--- src/rtl/rxq_pkg.sv ---
package rxq_pkg;
  localparam int unsigned CHAR_W  = 8;
  localparam int unsigned WORD_W  = 16;
  localparam int unsigned B_VALID = 15;
  localparam int unsigned B_ERR   = 14;
  localparam int unsigned B_OVR   = 13;
  localparam int unsigned B_FRM   = 12;
  localparam int unsigned B_BRK   = 11;

  function automatic logic [WORD_W-1:0] mk_word(input logic [CHAR_W-1:0] ch,
                                                input logic ferr,
                                                input logic brk,
                                                input logic last_slot);
    logic [WORD_W-1:0] w;
    w = '0;
    w[CHAR_W-1:0] = brk ? '0 : ch;
    w[B_FRM] = ferr | brk;
    w[B_BRK] = brk;
    w[B_OVR] = last_slot;
    w[B_ERR] = ferr | brk | last_slot;
    return w;
  endfunction
endpackage

--- src/rtl/rxq_store.sv ---
module rxq_store #(
  parameter int unsigned DEPTH = 32,
  parameter int unsigned W     = 16,
  localparam int unsigned PTR_W = (DEPTH > 1) ? $clog2(DEPTH) : 1,
  localparam int unsigned CNT_W = $clog2(DEPTH + 1)
) (
  input  logic             clk_i,
  input  logic             rst_ni,
  input  logic             clr_i,
  input  logic             wr_i,
  input  logic [W-1:0]     wr_word_i,
  input  logic             rd_i,
  output logic [W-1:0]     head_o,
  output logic [CNT_W-1:0] cnt_o,
  output logic [CNT_W-1:0] cnt_nxt_o,
  output logic             full_o,
  output logic             empty_o
);
  logic [W-1:0]     mem_q [DEPTH];
  logic [PTR_W-1:0] wptr_q, rptr_q;
  logic [CNT_W-1:0] cnt_q;

  function automatic logic [PTR_W-1:0] bump(input logic [PTR_W-1:0] p);
    return (p == PTR_W'(DEPTH - 1)) ? '0 : p + PTR_W'(1);
  endfunction

  assign full_o  = (cnt_q == CNT_W'(DEPTH));
  assign empty_o = (cnt_q == '0);
  assign head_o  = mem_q[rptr_q];
  assign cnt_o   = cnt_q;

  always_comb begin
    if (clr_i) cnt_nxt_o = '0;
    else       cnt_nxt_o = cnt_q + CNT_W'(wr_i) - CNT_W'(rd_i);
  end

  always_ff @(posedge clk_i) begin
    if (wr_i && !clr_i) mem_q[wptr_q] <= wr_word_i;
  end

  always_ff @(posedge clk_i or negedge rst_ni) begin
    if (!rst_ni) begin
      wptr_q <= '0;
      rptr_q <= '0;
      cnt_q  <= '0;
    end else if (clr_i) begin
      wptr_q <= '0;
      rptr_q <= '0;
      cnt_q  <= '0;
    end else begin
      if (wr_i) wptr_q <= bump(wptr_q);
      if (rd_i) rptr_q <= bump(rptr_q);
      cnt_q <= cnt_nxt_o;
    end
  end

  a_r3_no_overflow: assert property (@(posedge clk_i) disable iff (!rst_ni)
    cnt_q <= CNT_W'(DEPTH));
  a_r3_no_write_when_full: assert property (@(posedge clk_i) disable iff (!rst_ni)
    full_o |-> !wr_i);
  a_r6_write_fills: assert property (@(posedge clk_i) disable iff (!rst_ni)
    (wr_i && !clr_i) |=> !empty_o);
endmodule

--- src/rtl/rxq_status.sv ---
module rxq_status #(
  parameter int unsigned DEPTH = 32,
  localparam int unsigned CNT_W = $clog2(DEPTH + 1)
) (
  input  logic             clk_i,
  input  logic             rst_ni,
  input  logic             clr_i,
  input  logic             push_ev_i,
  input  logic             drop_i,
  input  logic             brk_ev_i,
  input  logic             pop_i,
  input  logic [CNT_W-1:0] cnt_nxt_i,
  input  logic [CNT_W-1:0] trig_i,
  output logic             rdy_nxt_o,
  output logic             rdy_o,
  output logic             ovr_o,
  output logic             brk_o
);
  logic rdy_q, ovr_q, brk_q;

  always_comb begin
    rdy_nxt_o = rdy_q;
    if (pop_i && (cnt_nxt_i < trig_i))      rdy_nxt_o = 1'b0;
    if (push_ev_i && (cnt_nxt_i >= trig_i)) rdy_nxt_o = 1'b1;
    if (clr_i)                              rdy_nxt_o = 1'b0;
  end

  always_ff @(posedge clk_i or negedge rst_ni) begin
    if (!rst_ni) begin
      rdy_q <= 1'b0;
      ovr_q <= 1'b0;
      brk_q <= 1'b0;
    end else if (clr_i) begin
      rdy_q <= 1'b0;
      ovr_q <= 1'b0;
      brk_q <= 1'b0;
    end else begin
      rdy_q <= rdy_nxt_o;
      if (drop_i)   ovr_q <= 1'b1;
      if (brk_ev_i) brk_q <= 1'b1;
    end
  end

  assign rdy_o = rdy_q;
  assign ovr_o = ovr_q;
  assign brk_o = brk_q;

  a_r3_ovr_sticky: assert property (@(posedge clk_i) disable iff (!rst_ni)
    (ovr_q && !clr_i) |=> ovr_q);
  a_r7_brk_sticky: assert property (@(posedge clk_i) disable iff (!rst_ni)
    (brk_ev_i && !clr_i) |=> brk_q);
  a_r10_clr_drops: assert property (@(posedge clk_i) disable iff (!rst_ni)
    clr_i |=> !(rdy_q || ovr_q || brk_q));
endmodule

--- src/rtl/rxq_age.sv ---
module rxq_age #(
  parameter int unsigned DEPTH   = 32,
  parameter int unsigned AGE_CYC = 34720,
  localparam int unsigned CNT_W  = $clog2(DEPTH + 1),
  localparam int unsigned TMR_W  = $clog2(AGE_CYC + 1)
) (
  input  logic             clk_i,
  input  logic             rst_ni,
  input  logic             clr_i,
  input  logic             restart_i,
  input  logic             rdy_nxt_i,
  input  logic [CNT_W-1:0] cnt_nxt_i,
  input  logic             rdy_i,
  input  logic             empty_i,
  output logic             age_o
);
  logic [TMR_W-1:0] tmr_q;
  logic             run_q, age_q;

  always_ff @(posedge clk_i or negedge rst_ni) begin
    if (!rst_ni) begin
      tmr_q <= '0;
      run_q <= 1'b0;
      age_q <= 1'b0;
    end else if (clr_i) begin
      tmr_q <= '0;
      run_q <= 1'b0;
      age_q <= 1'b0;
    end else if (restart_i) begin
      run_q <= !rdy_nxt_i && (cnt_nxt_i != '0);
      tmr_q <= TMR_W'(AGE_CYC);
    end else if (run_q) begin
      if (tmr_q == TMR_W'(1)) begin
        run_q <= 1'b0;
        age_q <= 1'b1;
      end else begin
        tmr_q <= tmr_q - TMR_W'(1);
      end
    end
  end

  assign age_o = age_q;

  a_r9_idle_when_ready: assert property (@(posedge clk_i) disable iff (!rst_ni)
    rdy_i |-> !run_q);
  a_r9_idle_when_empty: assert property (@(posedge clk_i) disable iff (!rst_ni)
    empty_i |-> !run_q);
  a_r8_expire: assert property (@(posedge clk_i) disable iff (!rst_ni)
    (run_q && tmr_q == TMR_W'(1) && !restart_i && !clr_i) |=> age_q);
endmodule

--- src/rtl/uart_rx_fifo_age.sv ---
module uart_rx_fifo_age
  import rxq_pkg::*;
#(
  parameter int unsigned DEPTH   = 32,
  parameter int unsigned AGE_CYC = 34720,
  localparam int unsigned CNT_W  = $clog2(DEPTH + 1)
) (
  input  logic              clk_i,
  input  logic              rst_ni,
  input  logic              clr_i,
  input  logic              push_i,
  input  logic [CHAR_W-1:0] push_char_i,
  input  logic              push_ferr_i,
  input  logic              brk_i,
  input  logic              rd_i,
  input  logic [CNT_W-1:0]  trig_lvl_i,
  output logic [WORD_W-1:0] rd_word_o,
  output logic              rx_ready_o,
  output logic              data_ready_o,
  output logic              empty_o,
  output logic              overrun_o,
  output logic              age_o,
  output logic              brk_det_o
);
  logic [WORD_W-1:0] head, in_word;
  logic [CNT_W-1:0]  cnt, cnt_nxt;
  logic              full, empty, push_ev, wr_ok, drop, pop_ok, rdy_nxt, rdy;

  assign push_ev = (push_i || brk_i) && !clr_i;
  assign wr_ok   = push_ev && !full;
  assign drop    = push_ev && full;
  assign pop_ok  = rd_i && !empty && !clr_i;
  assign in_word = mk_word(push_char_i, push_ferr_i && !brk_i, brk_i,
                           cnt == CNT_W'(DEPTH - 1));

  rxq_store #(.DEPTH(DEPTH), .W(WORD_W)) i_store (
    .clk_i, .rst_ni, .clr_i,
    .wr_i      (wr_ok),
    .wr_word_i (in_word),
    .rd_i      (pop_ok),
    .head_o    (head),
    .cnt_o     (cnt),
    .cnt_nxt_o (cnt_nxt),
    .full_o    (full),
    .empty_o   (empty)
  );

  rxq_status #(.DEPTH(DEPTH)) i_status (
    .clk_i, .rst_ni, .clr_i,
    .push_ev_i (push_ev),
    .drop_i    (drop),
    .brk_ev_i  (brk_i && !clr_i),
    .pop_i     (pop_ok),
    .cnt_nxt_i (cnt_nxt),
    .trig_i    (trig_lvl_i),
    .rdy_nxt_o (rdy_nxt),
    .rdy_o     (rdy),
    .ovr_o     (overrun_o),
    .brk_o     (brk_det_o)
  );

  rxq_age #(.DEPTH(DEPTH), .AGE_CYC(AGE_CYC)) i_age (
    .clk_i, .rst_ni, .clr_i,
    .restart_i (push_ev || pop_ok),
    .rdy_nxt_i (rdy_nxt),
    .cnt_nxt_i (cnt_nxt),
    .rdy_i     (rdy),
    .empty_i   (empty),
    .age_o     (age_o)
  );

  always_comb begin
    rd_word_o = '0;
    if (!empty) begin
      rd_word_o = head;
      rd_word_o[B_VALID] = 1'b1;
    end
  end

  assign rx_ready_o   = rdy;
  assign data_ready_o = !empty;
  assign empty_o      = empty;

  a_r2_empty_read_zero: assert property (@(posedge clk_i) disable iff (!rst_ni)
    empty_o |-> (rd_word_o == '0));
  a_r2_empty_read_no_effect: assert property (@(posedge clk_i) disable iff (!rst_ni)
    (empty_o && rd_i && !push_i && !brk_i && !clr_i) |=> empty_o);
  a_r6_flags_exclusive: assert property (@(posedge clk_i) disable iff (!rst_ni)
    data_ready_o != empty_o);
endmodule

--- config.mk ---
export PLATFORM = sky130hd
export DESIGN_NAME = uart_rx_fifo_age
export DESIGN_NICKNAME = d
export VERILOG_FILES = /design/src/rtl/rxq_pkg.sv /design/src/rtl/rxq_store.sv /design/src/rtl/rxq_status.sv /design/src/rtl/rxq_age.sv /design/src/rtl/uart_rx_fifo_age.sv
export SDC_FILE = /design/constraint.sdc
export NUM_CORES = 1
export LEC_CHECK = 0
export BUFFER_PORTS_ARGS = -buffer_cell sky130_fd_sc_hd__buf_4
export CORE_ASPECT_RATIO = 1.5
export CORE_MARGIN = 2
export CORE_UTILIZATION = 30
export CTS_CLUSTER_SIZE = 12
export DETAILED_ROUTE_END_ITERATION = 7
export PLACE_DENSITY_LB_ADDON = 0.1
export SYNTH_ARGS = -nofsm -noshare
export SYNTH_HDL_FRONTEND = slang
export SYNTH_SLANG_ARGS = --single-unit
--- constraint.sdc ---
create_clock -name clk_i -period 9.6 [get_ports clk_i]
set_input_delay 0.96 -clock clk_i [delete_from_list [all_inputs] [get_ports clk_i]]
set_output_delay 0.96 -clock clk_i [all_outputs]
set_load 0.01 [all_outputs]
# Yosys cells after proc, flatten, opt, wreduce, memory -nomap -nowiden
# Memory sizes are Yosys's and may differ from the RTL's.
# Cells that the tools add are included.
# word_totals
regBits	37
mem_bits_rw	384
in_bits	21
output_inout_bits	22
memories	1
# mem_list
memory	words	word_bits	read_ports	rd_ports_with_merged_regs	write_ports	line_no	rtl
i_store.mem_q	32	12	1	0	1	rxq_store.sv:19	logic [W-1:0] mem_q [DEPTH];
# op_classes
addsub	5
order_cmp	2
eq_ne	7
muxes	32
bitwise	2
n_reduce_logical	29
# ops
operator	count
2-to-1 mux 16 bit	5
2-to-1 mux 5 bit	6
2-to-1 mux 1 bit	18
== test 16 x 1 -> 1 bit, second input constant	1
subtractor 16 x 1 -> 16 bit, second input constant	1
2-to-1 mux 6 bit	2
nonzero test 2 bit	6
logical AND 1 bit	11
adder 5 x 1 -> 5 bit, second input constant	2
== test 5 bit, second input constant	2
2-to-1 mux 8 bit	1
adder 6 x 1 -> 6 bit	1
== test 6 x 5 -> 1 bit, second input constant	1
== test 6 bit, second input constant	1
>= comparator 6 bit	1
logical NOT 6 bit	1
less-than comparator 6 bit	1
nonzero test 6 bit	1
subtractor 6 x 1 -> 6 bit	1
logical NOT 1 bit	5
!= test 3 x 2 -> 1 bit, second input constant	1
AND reduction 3 bit	1
nonzero test 3 bit	1
logical OR 1 bit	2
3 further kinds	4

# Depth between registers and ports, before layout
# logic_depth
word_depth	15
mapped_depth	20
mapped_depth_nobuf	19

# By module
# Synthesis repeated with hierarchy kept, for this count alone.
# hier_totals
hier_cells	1254
area_unflattened_um2	22302.6
# modules_own_cells
module	instances	cells_per_inst	area_per_inst_um2
rxq_store	1	1067	20701.1
rxq_age	1	115	1069.8
rxq_status	1	33	271.5
uart_rx_fifo_age	1	39	260.2

# Worst setup path before layout
# Ideal clock, no wire load.
# synth_timing
path_type	input to register
from	in clr_i
to	reg i_age.run_q
setup_ps	122
t_arrival_ps	3837
t_required_ps	9478
path_slack_ps	5642
stages	16
path_cell_list	nor3_1 -> clkbuf_1 -> inv_1 -> ha_1 -> inv_1 -> ha_1 -> fa_1 -> a21oi_1 -> o21bai_1 -> xnor2_1 -> nor2_1 -> ha_1 -> nand4_1 -> o2111ai_1 -> a22oi_1 -> a32o_1
# synth_via
elab_chain_len	15
elab_cells_between_ends	20
classes_between	add/sub (2); order compare (2); mux (6); reduce/logical (10)
# synth_rtl
item	line_no	rtl
start: declaration	uart_rx_fifo_age.sv:10	input logic clr_i,
logical NOT 1 bit	uart_rx_fifo_age.sv:29, uart_rx_fifo_age.sv:32	
logical AND 1 bit	uart_rx_fifo_age.sv:29	assign push_ev = (push_i || brk_i) && !clr_i;
logical AND 1 bit	uart_rx_fifo_age.sv:30	assign wr_ok = push_ev && !full;
adder 6 x 1 -> 6 bit	rxq_store.sv:34	else cnt_nxt_o = cnt_q + CNT_W'(wr_i) - CNT_W'(rd_i);
subtractor 6 x 1 -> 6 bit	rxq_store.sv:34	
2-to-1 mux 6 bit	rxq_store.sv:33	if (clr_i) cnt_nxt_o = '0;
less-than comparator 6 bit	rxq_status.sv:23	if (pop_i && (cnt_nxt_i < trig_i)) rdy_nxt_o = 1'b0;
logical AND 1 bit	rxq_status.sv:23	
2-to-1 mux 1 bit	rxq_status.sv:23	
2-to-1 mux 1 bit	rxq_status.sv:24	if (push_ev_i && (cnt_nxt_i >= trig_i)) rdy_nxt_o = 1'b1;
2-to-1 mux 1 bit	rxq_status.sv:25	if (clr_i) rdy_nxt_o = 1'b0;
logical NOT 1 bit	rxq_age.sv:30	run_q <= !rdy_nxt_i && (cnt_nxt_i != '0);
logical AND 1 bit	rxq_age.sv:30	
2-to-1 mux 1 bit	rxq_age.sv:29	end else if (restart_i) begin
2-to-1 mux 1 bit *	rxq_age.sv:25	end else if (clr_i) begin
end signal: assignment	rxq_age.sv:30	
end: declaration	rxq_age.sv:18	logic run_q, age_q;
# Mark *: on every way between the ends. The rest lies on a longest branch, timed or not.
# A chain may end at the register's enable or synchronous reset.

# Final worst setup path
# layout_timing
from	reg i_store.cnt_q[2] (netlist: i_store.cnt_o[2])
to	reg i_age.run_q
# layout_via
elab_chain_len	15
elab_cells_between_ends	23
classes_between	add/sub (2); order compare (2); eq/ne (1); mux (6); reduce/logical (12)
# layout_rtl
item	line_no	rtl
start: declaration	rxq_store.sv:21	logic [CNT_W-1:0] cnt_q;
start signal: assignment	rxq_store.sv:53	cnt_q <= cnt_nxt_o;
== test 6 bit or logical NOT 6 bit (tied branches)	rxq_store.sv:27, rxq_store.sv:28	
logical NOT 1 bit, on equally long branches	uart_rx_fifo_age.sv:30, uart_rx_fifo_age.sv:32	
logical AND 1 bit, on equally long branches	uart_rx_fifo_age.sv:30, uart_rx_fifo_age.sv:32	
adder 6 x 1 -> 6 bit or logical AND 1 bit (tied branches)	rxq_store.sv:34, uart_rx_fifo_age.sv:32	
subtractor 6 x 1 -> 6 bit	rxq_store.sv:34	
2-to-1 mux 6 bit	rxq_store.sv:33	
less-than comparator 6 bit	rxq_status.sv:23	
logical AND 1 bit	rxq_status.sv:23	
2-to-1 mux 1 bit	rxq_status.sv:23	
2-to-1 mux 1 bit	rxq_status.sv:24	
2-to-1 mux 1 bit	rxq_status.sv:25	
logical NOT 1 bit	rxq_age.sv:30	
logical AND 1 bit	rxq_age.sv:30	
2-to-1 mux 1 bit *	rxq_age.sv:29	
2-to-1 mux 1 bit *	rxq_age.sv:25	
# Marked as above.

==> impl_metrics.yaml <==
outcome:
  outcome: "complete, no violations"
worst_setup_path:
  critPathBufInv: 4
  critPathTopFamily: "adder cells"
  cpMaxStageDelayCell: "nor3_1"
  max_stage_delay_ns: 0.91
  required_ns: 10.04
  start_kind: "register"
  worstSetupPathType: "register to register"
  path_cells: "inv_1, ha_1, nor4bb_1, buf_4, nor3_1, inv_1, ha_1, inv_1, ha_1, fa_1, a21oi_1, o21bai_1, xnor2_1, nor2_1, ha_1, nand4_1, o21ai_0, a22oi_1, a32o_1"
  arrival_ns: 5.30
  critical_path_peak_fanout: 12
  critPathMostFrequentCell: "ha_1"
  end_kind: "register"
route:
  avgViaCountPerCell: 4.89
  drt_iter0_drc: 554
  ant_nets: 0
  drt-total-wl_um: 45400
  wl_per_cell_um: 25.5
  vias: 8716
  drc_errors: 0
  first_pass_iters: 5
die:
  die_area_um2: 59600
  initial_utilization: 0.304
  die_w_um: 200
  io_pins: 43
  core_area_um2: 56900
  rows: 107
  die_y_um: 298
yosys:
  yosysWarnings: 0
  netlist_top_cells_area: "edfxtp_1, mux4_2, dfrtp_1"
  avgSynthCellArea_um2: 18.8
  synthesis.area_um2: 17300
  synth_area_leader_cell: "edfxtp_1"
  synthArstFlopShare: 0.0879
  ys_ff_latch: 421
  yosysUniqueCellTypes: 55
  synth_edf_count: 384
  postSynthCellCount: 919
  synth_most_common_cell: "edfxtp_1"
  synth_seq_area_share: 0.721
  yosysTopAreaCellShare: 0.668
  yosys-top-cells-count: "edfxtp_1, mux4_2, nor2_1"
  synthFlopType: "edfxtp_1"
pwr:
  leakage_nw: 6.33
  ir_drop_mv: 0.104
  p_per_area_nw_per_um2: 229
sta:
  hold_viol_final: 0
  relSlewSlack: 0.183
  clock_skew_ns: 0.0186
  tightest_slew_ns: 1.22
  whs_ns: 0.375
  timing.final.crit_period_ns: 4.85
  rsz0062_at_grt: "false"
  setup_viol: 0
  period_share: 0.505
  tns_ns: 0
  fmax_mhz: 206
  slew_viol_final: 0
clock_tree:
  htreeDepth: 2
  cts_sinks: 421
  cts-buffers-inserted: 43
  clk_latency_ns: 0.56
  cts_buffer_depth: 3
  clk_pin_slew_ns: 0.06
  post-cts-setup-buffers: 0
  ctsResizeCount: 0
  cts_tree: "built"
  postCtsHoldBufs: 0
  cts-root-buf: "clkbuf_16"
global_route:
  grt_pass1_wl_um: 65700
  grt_pass1_vias: 9319
  grt_overflow: 0
  grt_max_degree: 75
  grt_use_total: 0.156
  antenna_found_initial: 1
place:
  gp_congestion: 0.749
  port_buffers: 39
  dpl.hpwl_um: 26800
finish:
  syn_to_final_growth_pct: 15.2
  fillers: 5349
  final_nets: 1045
  antenna_cells: 0
  drive_gt1_frac: 0.274
worst_hold_path:
  min_path_type: "input port to async pin"
run:
  drv_cap: 0
[layout by cell type (no fill, tap or decap), types with 6 or more instances in the layout]
| cell | n |
|---|---|
| nor2b_2 | 7 |
| o21ai_0 | 21 |
| nand3_1 | 19 |
| buf_4 | 81 |
| nand2_1 | 14 |
| mux2_2 | 12 |
| mux4_2 | 108 |
| dfrtp_1 | 33 |
| edfxtp_1 | 384 |
| xor2_1 | 9 |
| clkbuf_1 | 11 |
| clkbuf_16 | 44 |
| mux2i_1 | 12 |
| xnor2_1 | 6 |
| inv_1 | 21 |
| nor2_1 | 71 |
| or3_1 | 8 |
| ha_1 | 26 |
| a21oi_1 | 35 |
| nand2b_1 | 9 |
[path summary, 6_finish.rpt]
path	from	endpoint	slack [ns]	cells past startpoint
setup / recovery	i_store.cnt_o[2]	i_age.run_q	4.75	19
max in group asynchronous	rst_ni	i_store.rptr_q[0]	8.82	1
setup reg to reg	i_store.cnt_o[2]	i_age.run_q	4.75	19
hold reg to reg	i_status.brk_o	i_status.brk_o	0.50	2
min in group clk_i	i_status.brk_o	i_status.brk_o	0.50	2
hold / removal	rst_ni	i_store.rptr_q[1]	0.38	1
[registers in the layout (all words and copies together), names as in the netlist]
name / cells
i_age.tmr_q: 16
i_age.age_o: 1
i_store.wptr_q: 5
i_store.cnt_o: 6
i_status.brk_o: 1
i_age.run_q: 1
i_store.rptr_q: 5
i_status.ovr_o: 1
i_status.rdy_o: 1
i_store.mem_q: 384
[report_power, final]
part / internal, mW / switching, mW / total (mW)
Combinational: 0.408 / 0.504 / 0.911
Clock: 0.842 / 0.686 / 1.53
Sequential: 2.05 / 0.0681 / 2.12
Total: 3.30 / 1.26 / 4.56
[layer usage]
| metal | global-route usage | vias up | share of wire |
|---|---|---|---|
| met4 | 0.0499 | 0 | 0.028 |
| met1 | 0.199 | 4641 | 0.42 |
| met3 | 0.0204 | 54 | 0.037 |
| met5 | 0 | - | 0 |
| li1 | - | 3826 | - |
| met2 | 0.272 | 195 | 0.51 |
[logic make-up after synthesis]
kind of cell / after synthesis / share of synthesized area
compound gates: 82 / 0.0277
flops: 421 / 0.721
fa+ha+maj: 27 / 0.0200
mux: 132 / 0.156
simple gates: 169 / 0.0501
other cells: 1 / 0.000217
xor+xnor: 15 / 0.00761
buf+inv: 72 / 0.0177
[through the flow]
stage | util | instance area (um2) | instances | worst slack, ns | total power, mW
6_report | 0.350 | 19900 | 1782 | 4.75 | 4.56
5_1_grt | 0.350 | 19900 | 1782 | 4.37 | 4.77
4_1_cts | 0.350 | 19900 | 1782 | 4.68 | 4.64
3_5_place_dp | 0.328 | 18700 | 1715 | 4.25 | 3.10
3_3_place_gp | 0.328 | 18700 | 1715 | 4.33 | 3.09
2_1_floorplan | - | 17300 | 921 | 5.64 | 2.75
[cell type report]
type,instances,area (um2),area share
Clock buffer,56,1160,0.0581
Multi-Input combinational cell,428,4550,0.229
Tap cell,763,955,0.0480
Clock inverter,11,71.3,0.00358
Inverter,21,78.8,0.00396
Timing Repair Buffer,82,628,0.0316
Sequential cell,421,12500,0.626
(Power assumes the default switching activity.)
